`config.mk`:
```
export PLATFORM = sky130hd
export DESIGN_NAME = tokenCascSlice
export DESIGN_NICKNAME = d
export VERILOG_FILES = /design/src/rtl/tokenCascPkg.sv /design/src/rtl/tokenCascCtrl.sv /design/src/rtl/tokenCascData.sv /design/src/rtl/tokenCascSlice.sv
export SDC_FILE = /design/constraint.sdc
export NUM_CORES = 1
export LEC_CHECK = 0
export BUFFER_PORTS_ARGS = -buffer_cell sky130_fd_sc_hd__clkbuf_2
export CORE_AREA = 2 2 136 171
export CTS_BUF_LIST = sky130_fd_sc_hd__clkbuf_4
export CTS_CLUSTER_SIZE = 8
export DETAILED_ROUTE_END_ITERATION = 7
export DIE_AREA = 0 0 138 173
export GPL_ROUTABILITY_DRIVEN = 0
export HOLD_SLACK_MARGIN = 0.1
export SYNTH_ARGS = -nofsm -noshare
export SYNTH_HDL_FRONTEND = slang
export SYNTH_SLANG_ARGS = --single-unit
export TNS_END_PERCENT = 20
```
`constraint.sdc`:
```
create_clock -name clk -period 6.1 [get_ports clk]
set_input_delay 0.61 -clock clk [delete_from_list [all_inputs] [get_ports clk]]
set_output_delay 0.61 -clock clk [all_outputs]
set_load 0.01 [all_outputs]
```
`src/rtl/tokenCascPkg.sv`:
```
package tokenCascPkg;
  typedef struct packed {
    logic doWrite;
    logic doRead;
  } sliceStrobes_t;
endpackage

```
`src/rtl/tokenCascCtrl.sv`:
```
module tokenCascCtrl
  import tokenCascPkg::*;
#(
  parameter int DEPTH = 16
) (
  input  logic clk,
  input  logic rstN,
  input  logic ringLeadN,
  input  logic wrEn,
  input  logic rdEn,
  input  logic wrAtEnd,
  input  logic rdAtEnd,
  input  logic wrTokIn,
  input  logic rdTokIn,
  output logic holdsWr,
  output logic holdsRd,
  output logic [$clog2(DEPTH+1)-1:0] fillLevel,
  output logic isFull,
  output logic isEmpty,
  output logic wrTokOut,
  output logic rdTokOut,
  output sliceStrobes_t strobes
);
  localparam int CNT_W = $clog2(DEPTH+1);
  localparam logic [CNT_W-1:0] FULL_CNT = CNT_W'(DEPTH);

  assign isFull  = (fillLevel == FULL_CNT);
  assign isEmpty = (fillLevel == '0);

  always_comb begin
    strobes.doWrite = holdsWr && wrEn && !isFull;
    strobes.doRead  = holdsRd && rdEn && !isEmpty;
  end

  // handover is combinational so the next slice owns the token one edge later
  assign wrTokOut = strobes.doWrite && wrAtEnd;
  assign rdTokOut = strobes.doRead && rdAtEnd;

  always_ff @(posedge clk) begin
    if (!rstN) begin
      holdsWr   <= !ringLeadN;
      holdsRd   <= !ringLeadN;
      fillLevel <= '0;
    end else begin
      if (wrTokIn)       holdsWr <= 1'b1;
      else if (wrTokOut) holdsWr <= 1'b0;
      if (rdTokIn)       holdsRd <= 1'b1;
      else if (rdTokOut) holdsRd <= 1'b0;
      case ({strobes.doWrite, strobes.doRead})
        2'b10:   fillLevel <= fillLevel + 1'b1;
        2'b01:   fillLevel <= fillLevel - 1'b1;
        default: fillLevel <= fillLevel;
      endcase
    end
  end
endmodule

```
`src/rtl/tokenCascData.sv`:
```
module tokenCascData
  import tokenCascPkg::*;
#(
  parameter int DATA_W = 9,
  parameter int DEPTH  = 16
) (
  input  logic              clk,
  input  logic              rstN,
  input  sliceStrobes_t     strobes,
  input  logic [DATA_W-1:0] wrData,
  output logic [DATA_W-1:0] headWord,
  output logic              wrAtEnd,
  output logic              rdAtEnd
);
  localparam int PTR_W = (DEPTH > 1) ? $clog2(DEPTH) : 1;
  localparam logic [PTR_W-1:0] LAST_PTR = PTR_W'(DEPTH-1);

  logic [DATA_W-1:0] store [DEPTH];
  logic [PTR_W-1:0]  wrPtr;
  logic [PTR_W-1:0]  rdPtr;

  assign wrAtEnd  = (wrPtr == LAST_PTR);
  assign rdAtEnd  = (rdPtr == LAST_PTR);
  assign headWord = store[rdPtr];

  always_ff @(posedge clk) begin
    if (strobes.doWrite) store[wrPtr] <= wrData;
  end

  always_ff @(posedge clk) begin
    if (!rstN) begin
      wrPtr <= '0;
      rdPtr <= '0;
    end else begin
      if (strobes.doWrite) wrPtr <= wrAtEnd ? '0 : wrPtr + 1'b1;
      if (strobes.doRead)  rdPtr <= rdAtEnd ? '0 : rdPtr + 1'b1;
    end
  end
endmodule

```
`src/rtl/tokenCascSlice.sv`:
```
module tokenCascSlice
  import tokenCascPkg::*;
#(
  parameter int DATA_W = 9,
  parameter int DEPTH  = 16
) (
  input  logic              clk,
  input  logic              rstN,
  input  logic              ringLeadN,
  input  logic              wrEn,
  input  logic [DATA_W-1:0] wrData,
  input  logic              rdEn,
  output logic [DATA_W-1:0] rdData,
  output logic              rdDrive,
  output logic              sliceFull,
  output logic              sliceEmpty,
  input  logic              wrTokIn,
  output logic              wrTokOut,
  input  logic              rdTokIn,
  output logic              rdTokOut
);
  localparam int CNT_W = $clog2(DEPTH+1);

  sliceStrobes_t     strobes;
  logic              holdsWr, holdsRd, isFull, isEmpty, wrAtEnd, rdAtEnd;
  logic [CNT_W-1:0]  fillLevel;
  logic [DATA_W-1:0] headWord;

  tokenCascCtrl #(.DEPTH(DEPTH)) u_ctrl (
    .clk(clk), .rstN(rstN), .ringLeadN(ringLeadN),
    .wrEn(wrEn), .rdEn(rdEn), .wrAtEnd(wrAtEnd), .rdAtEnd(rdAtEnd),
    .wrTokIn(wrTokIn), .rdTokIn(rdTokIn),
    .holdsWr(holdsWr), .holdsRd(holdsRd), .fillLevel(fillLevel),
    .isFull(isFull), .isEmpty(isEmpty),
    .wrTokOut(wrTokOut), .rdTokOut(rdTokOut), .strobes(strobes)
  );

  tokenCascData #(.DATA_W(DATA_W), .DEPTH(DEPTH)) u_data (
    .clk(clk), .rstN(rstN), .strobes(strobes), .wrData(wrData),
    .headWord(headWord), .wrAtEnd(wrAtEnd), .rdAtEnd(rdAtEnd)
  );

  assign rdDrive    = holdsRd;
  assign rdData     = holdsRd ? headWord : '0;
  assign sliceFull  = holdsWr && isFull;
  assign sliceEmpty = holdsRd && isEmpty;
endmodule

```
Word level (Yosys, flattened, before mapping)
Memories as Yosys holds them, arrays and structs flattened. A register that Yosys moved wholly into a read port is not among the register bits.
Cells that the tools add are included.
Widths: inputs -> output; s select.
- register bits: 15
- bits in writable memories: 144
- input port bits: 16
- output and inout bits: 14
- word-level logic and storage cells: 44
- memories: 1
- $add $sub $neg: 4
- eq/ne operators: 7
- multiplexer cells: 14
- reduce and logical (&&, ||, !) cells: 13
- memory list (name ; depth ; bits a word ; read ports ; clocked after Yosys merged registers in ; wr ports ; line ; source):
    u_data.store ; 16 ; 9 ; 1 ; 1 ; 1 ; tokenCascData.sv:18 ; logic [DATA_W-1:0] store [DEPTH];
- operator list (cell ; number):
    $mux 4 ; 4
    $pmux 5 s2 ; 1
    $mux 9 ; 1
    $add 4x1->4 const B ; 2
    $eq 4x4->1 const B ; 2
    $logic_and 1x1->1 ; 8
    $mux 1 ; 8
    $ne 3x1->1 const B ; 2
    $add 5x1->5 const B ; 1
    $eq 5x5->1 const B ; 1
    $logic_not 5->1 ; 1
    $sub 5x1->5 const B ; 1
    $logic_not 1->1 ; 3
    $eq 2x1->1 const B ; 1
    $eq 2x2->1 const B ; 1
    $reduce_bool 2->1 ; 1

Depth between registers and ports, before layout
- word-level depth: 7
- depth in mapped cells: 14
- mapped depth without buffers: 12

Cells and area by module
From an unflattened synthesis, not the netlist that was laid out.
- cells, all modules: 363
- area, all modules: 6686.4 µm²
- modules (own cells, without submodules) (module ; times used ; cells an instance ; area an instance (µm²)):
    tokenCascData ; 1 ; 293 ; 6123.4
    tokenCascCtrl ; 1 ; 59 ; 494.2
    tokenCascSlice ; 1 ; 11 ; 68.8

Worst setup path before layout
OpenSTA, ideal clock, no wires.
- path kind: in2reg
- from: in wrEn
- to: reg u_ctrl.fillLevel[4]
- arrival time: 2.476 ns
- data required time: 5.980 ns
- path slack: 3.504 ns
- stages: 10
- buffers on the path: 1
- path through: nand2_1 -> a21oi_2 -> inv_1 -> ha_1 -> buf_2 -> xor2_1 -> ha_1 -> o311a_1 -> a311oi_1 -> nand2_1
- word-level cells in the longest chain between the ends: 4
- ends and longest elaborated chain (item ; line ; source):
    from (decl) ; tokenCascSlice.sv:10 ; input logic wrEn,
    $logic_and 1x1->1 (*) (2 in series) ; tokenCascCtrl.sv:31 ; strobes.doWrite = holdsWr && wrEn && !isFull;
    $eq 2x1->1 or $eq 2x2->1 (tied branches) ; tokenCascCtrl.sv:49 ; case ({strobes.doWrite, strobes.doRead})
    $pmux 5 s2 or $reduce_bool 2->1 (tied branches) ; n/a ;
    to (signal assigned) ; tokenCascCtrl.sv:50 ; 2'b10: fillLevel <= fillLevel + 1'b1;
    to (signal assigned) ; tokenCascCtrl.sv:51 ; 2'b01: fillLevel <= fillLevel - 1'b1;
    to (signal assigned) ; tokenCascCtrl.sv:52 ; default: fillLevel <= fillLevel;
    to (decl) ; tokenCascCtrl.sv:17 ; output logic [$clog2(DEPTH+1)-1:0] fillLevel,
Every way passes the cells marked *; elsewhere a longest branch is shown, timed or not.
A chain may end at the register's enable or synchronous reset.

==> run_results.csv <==
group,metric,value,unit
status,status,"finished, final reports clean",
yosys,synth_top_area_share,64.9,%
grt,grt_usage,11.2,%
clock_tree,cts_resized,0,
pwr,pwr-share-seq,56.5,%
placed_design,dp_hpwl,8240,um
detailed_routing,via_per_inst,5.02,
timing,fin_setup_tns,0,ns
finish,nNetsFinal,432,
yosys,ys_types,51,
flow_run,cap_violations,0,
yosys,synthesis.area,6750,sq um
timing,fin_hold_ws,0.407,ns
critical_path,cp_data_required_time,5.49,ns
grt,grt_max_degree,37,
timing,finClkSkew,0.0169,ns
hold_path,min_path_type,"in -> reg",
detailed_routing,vias,3536,
finish,multi_input_area,1870,sq um
finish,drive_gt1_share,19.9,%
detailed_routing,drt_iter0_drc,430,
detailed_routing,wire_per_inst,18.9,um
pwr,peakVddDrop,0.162,mV
timing,period_needed,3.22,ns
critical_path,r2r-start,"u_ctrl.fillLevel[3]",
finish,fin_util,33.7,%
pwr,p_switching,596,uW
yosys,yosysMostFrequentCell,"edfxtp_1",
die,coreArea,22100,sq um
finish,syn2layout_area_growth,10.5,%
clock_tree,clock_latency,0.53,ns
die,initial_core_util,30.5,%
yosys,synth.top_cells.by_count,"edfxtp_1 (146), mux4_1 (28), nor2_1 (25)",
die,die_h,173,um
critical_path,ff2ff_setup_slack,3.10,ns
timing,hold_viol,0,
pwr,p_sw_share,26.0,%
finish,fillers,2129,
detailed_routing,drtAntennaViolNets,0,
finish,regArea,4730,sq um
critical_path,r2r-end,"u_ctrl.fillLevel[4]",
clock_tree,clk_pin_slew,0.12,ns
die,ios,30,
yosys,synth_fp_nets,394,
hold_path,hold-path-cell-count,3,
timing,finalCritPeriodShare,52.8,%
detailed_routing,drt_pre_antenna_iters,5,
yosys,synth_simple_gate_area_share,5.95,%
finish,antenna_cells,0,
pwr,p_per_area,307,nW/um^2
pwr,power,2.29,mW
pwr,p_clk_share,26.6,%
yosys,synth_xor_xnor_area_share,0.778,%
yosys,synth_top_area_cell,"edfxtp_1",
pwr,intPower,1.69,mW
yosys,synth_edf_count,146,
clock_tree,cts_setup_buffers,0,
clock_tree,clockBufferDepth,2,
grt,grt_overflow_total,0,
hold_path,whs_endpoint,"u_ctrl.holdsRd",
yosys,yosys_warnings,0,
clock_tree,cts_tree,"done",
timing,setup_viol,0,
hold_path,worstHoldStart,"rdTokIn",
yosys,synth_top_family_by_area,"multiplexers",
yosys,syn_inst,371,
yosys,ys.flop_type,"edfxtp_1",
grt,antenna_found_initial,0,
yosys,synthMuxAreaShare,16.5,%
pwr,p_comb_share,16.9,%
placed_design,port_buffers,29,
die,dieWidth,138,um
critical_path,cp_data_arrival_time,2.61,ns
timing,tightestPinTransition,1.13,ns
placed_design,dp_worst_setup_slack,3.07,ns
timing,rsz0062_at_grt,"no",
critical_path,endpoint_kind,"output pin",
timing,relSlewSlack,24.5,%
yosys,yosysSeqAreaShare,70.0,%
grt,grt_pass1_wl,20200,um
yosys,synthTopCellsByArea,"edfxtp_1 (65%), mux4_1 (11%), dfxtp_1 (5.0%)",
clock_tree,holdBufCountCts,0,
critical_path,start_kind,"flop",
clock_tree,cts_num_sinks,163,
clock_tree,cts_buffers,17,
timing,fin_ws,2.88,ns
yosys,ys_async_sr_fraction,0,%
critical_path,cp_max_fo,36,
clock_tree,h-tree-depth,4,
timing,slew_violations,0,
die,dieArea,23900,sq um
grt,grt_pass1_vias,3513,
yosys,synth-seq-cells,163,
clock_tree,cts_root_buffer,"clkbuf_4",
critical_path,critPathKind,"reg -> out",
detailed_routing,drc,0,
detailed_routing,finalWirelength,13300,um
pwr,p_leak,2.39,nW
die,num_rows,61,
yosys,synth_compound_area_share,3.15,%
timing,fmax,0.311,GHz
yosys,synthAdderAreaFrac,1.30,%
critical_path,reg2regPathDepth,10,
yosys,syn_area_per_cell,18.2,sq um
## stage by stage
step / cells / instance area [sq um]
after floorplan: 371 / 6750
after global placement: 673 / 7190
after detailed placement: 673 / 7190
after CTS: 705 / 7460
after global routing: 705 / 7460
final: 705 / 7460
## worst max path at each step
| stage | to | depth (start not counted) |
|---|---|---|
| after floorplan | u_ctrl.fillLevel[4] | 10 |
| after global placement | u_ctrl.fillLevel[4] | 10 |
| after detailed placement | u_ctrl.fillLevel[4] | 11 |
| after CTS | rdData[8] | 5 |
| after global routing | rdData[0] | 5 |
| final | rdData[8] | 5 |
## logic make-up (layout without fill, tap and decap cells)
kind of cell / count (synthesis) / after routing
compound gates: 32 / 32
xor+xnor: 6 / 6
fa+ha+maj: 7 / 7
buf+inv: 26 / 77
flops: 163 / 163
mux: 56 / 56
simple gates: 81 / 81
## cells in the final DEF (no fill, tap or decap), types with 2 or more instances in the layout
| master | synthesis | layout |
|---|---|---|
| mux2i_1 | 19 | 19 |
| edfxtp_1 | 146 | 146 |
| nor2_1 | 25 | 25 |
| o22ai_1 | 10 | 10 |
| xor2_1 | 4 | 4 |
| nand4_1 | 2 | 2 |
| nand2_1 | 21 | 21 |
| inv_1 | 6 | 6 |
| mux4_1 | 28 | 28 |
| nand3_1 | 8 | 8 |
| inv_2 | 1 | 3 |
| nand2b_1 | 4 | 4 |
| inv_4 | 0 | 3 |
| nor4b_1 | 2 | 2 |
| xnor2_1 | 2 | 2 |
| ha_1 | 7 | 7 |
| o21ai_0 | 4 | 4 |
| nor3_1 | 6 | 6 |
| and3_1 | 3 | 3 |
| dfxtp_1 | 17 | 16 |
| a21oi_1 | 6 | 6 |
| a21o_1 | 2 | 2 |
| bufinv_16 | 0 | 2 |
| buf_4 | 2 | 9 |
| mux4_2 | 8 | 8 |
| clkbuf_4 | 0 | 22 |
| clkbuf_2 | 1 | 29 |
## layer usage
metal  track usage, %  vias to the layer above  part of all wire (%)
met2             19.5                      122                    52
met1             13.4                     1822                    42
li1                 -                     1584                     -
met5                0                        -                     0
met4             2.81                        0                  0.64
met3             3.46                        8                   5.2
## state kept, by name, indices dropped and copies added, names as in the netlist, named ones only
register and count:
u_data.store 144, u_ctrl.holdsWr 1, u_data.rdPtr 4, u_ctrl.holdsRd 1
u_ctrl.fillLevel 5, u_data.wrPtr 4
## cell type report
type	instances	share of cell area, %
clock buffer	22	2.21
clock inverter	10	1.44
inverter	7	0.352
multi-input combinational	182	25.1
sequential	163	63.3
tap	283	4.74
timing repair buffer	38	2.85
## power by group through the flow
stage / clock [mW] / combinational, mW / sequential (mW)
6_report: 0.610 / 0.387 / 1.29
5_1_grt: 0.673 / 0.422 / 1.30
4_1_cts: 0.626 / 0.391 / 1.29
3_5_place_dp: 0 / 0.390 / 1.32
3_3_place_gp: 0 / 0.378 / 1.31
2_1_floorplan: 0 / 0.315 / 1.30
## worst max-delay path, stage by stage (launching register included)
cell      delay (ns)
dfxtp_2         0.33
buf_4           0.51
mux4_1          0.66
mux2i_1         0.25
o22ai_1         0.15
clkbuf_2        0.16
No activity file was read; power rests on OpenSTA's default activity.
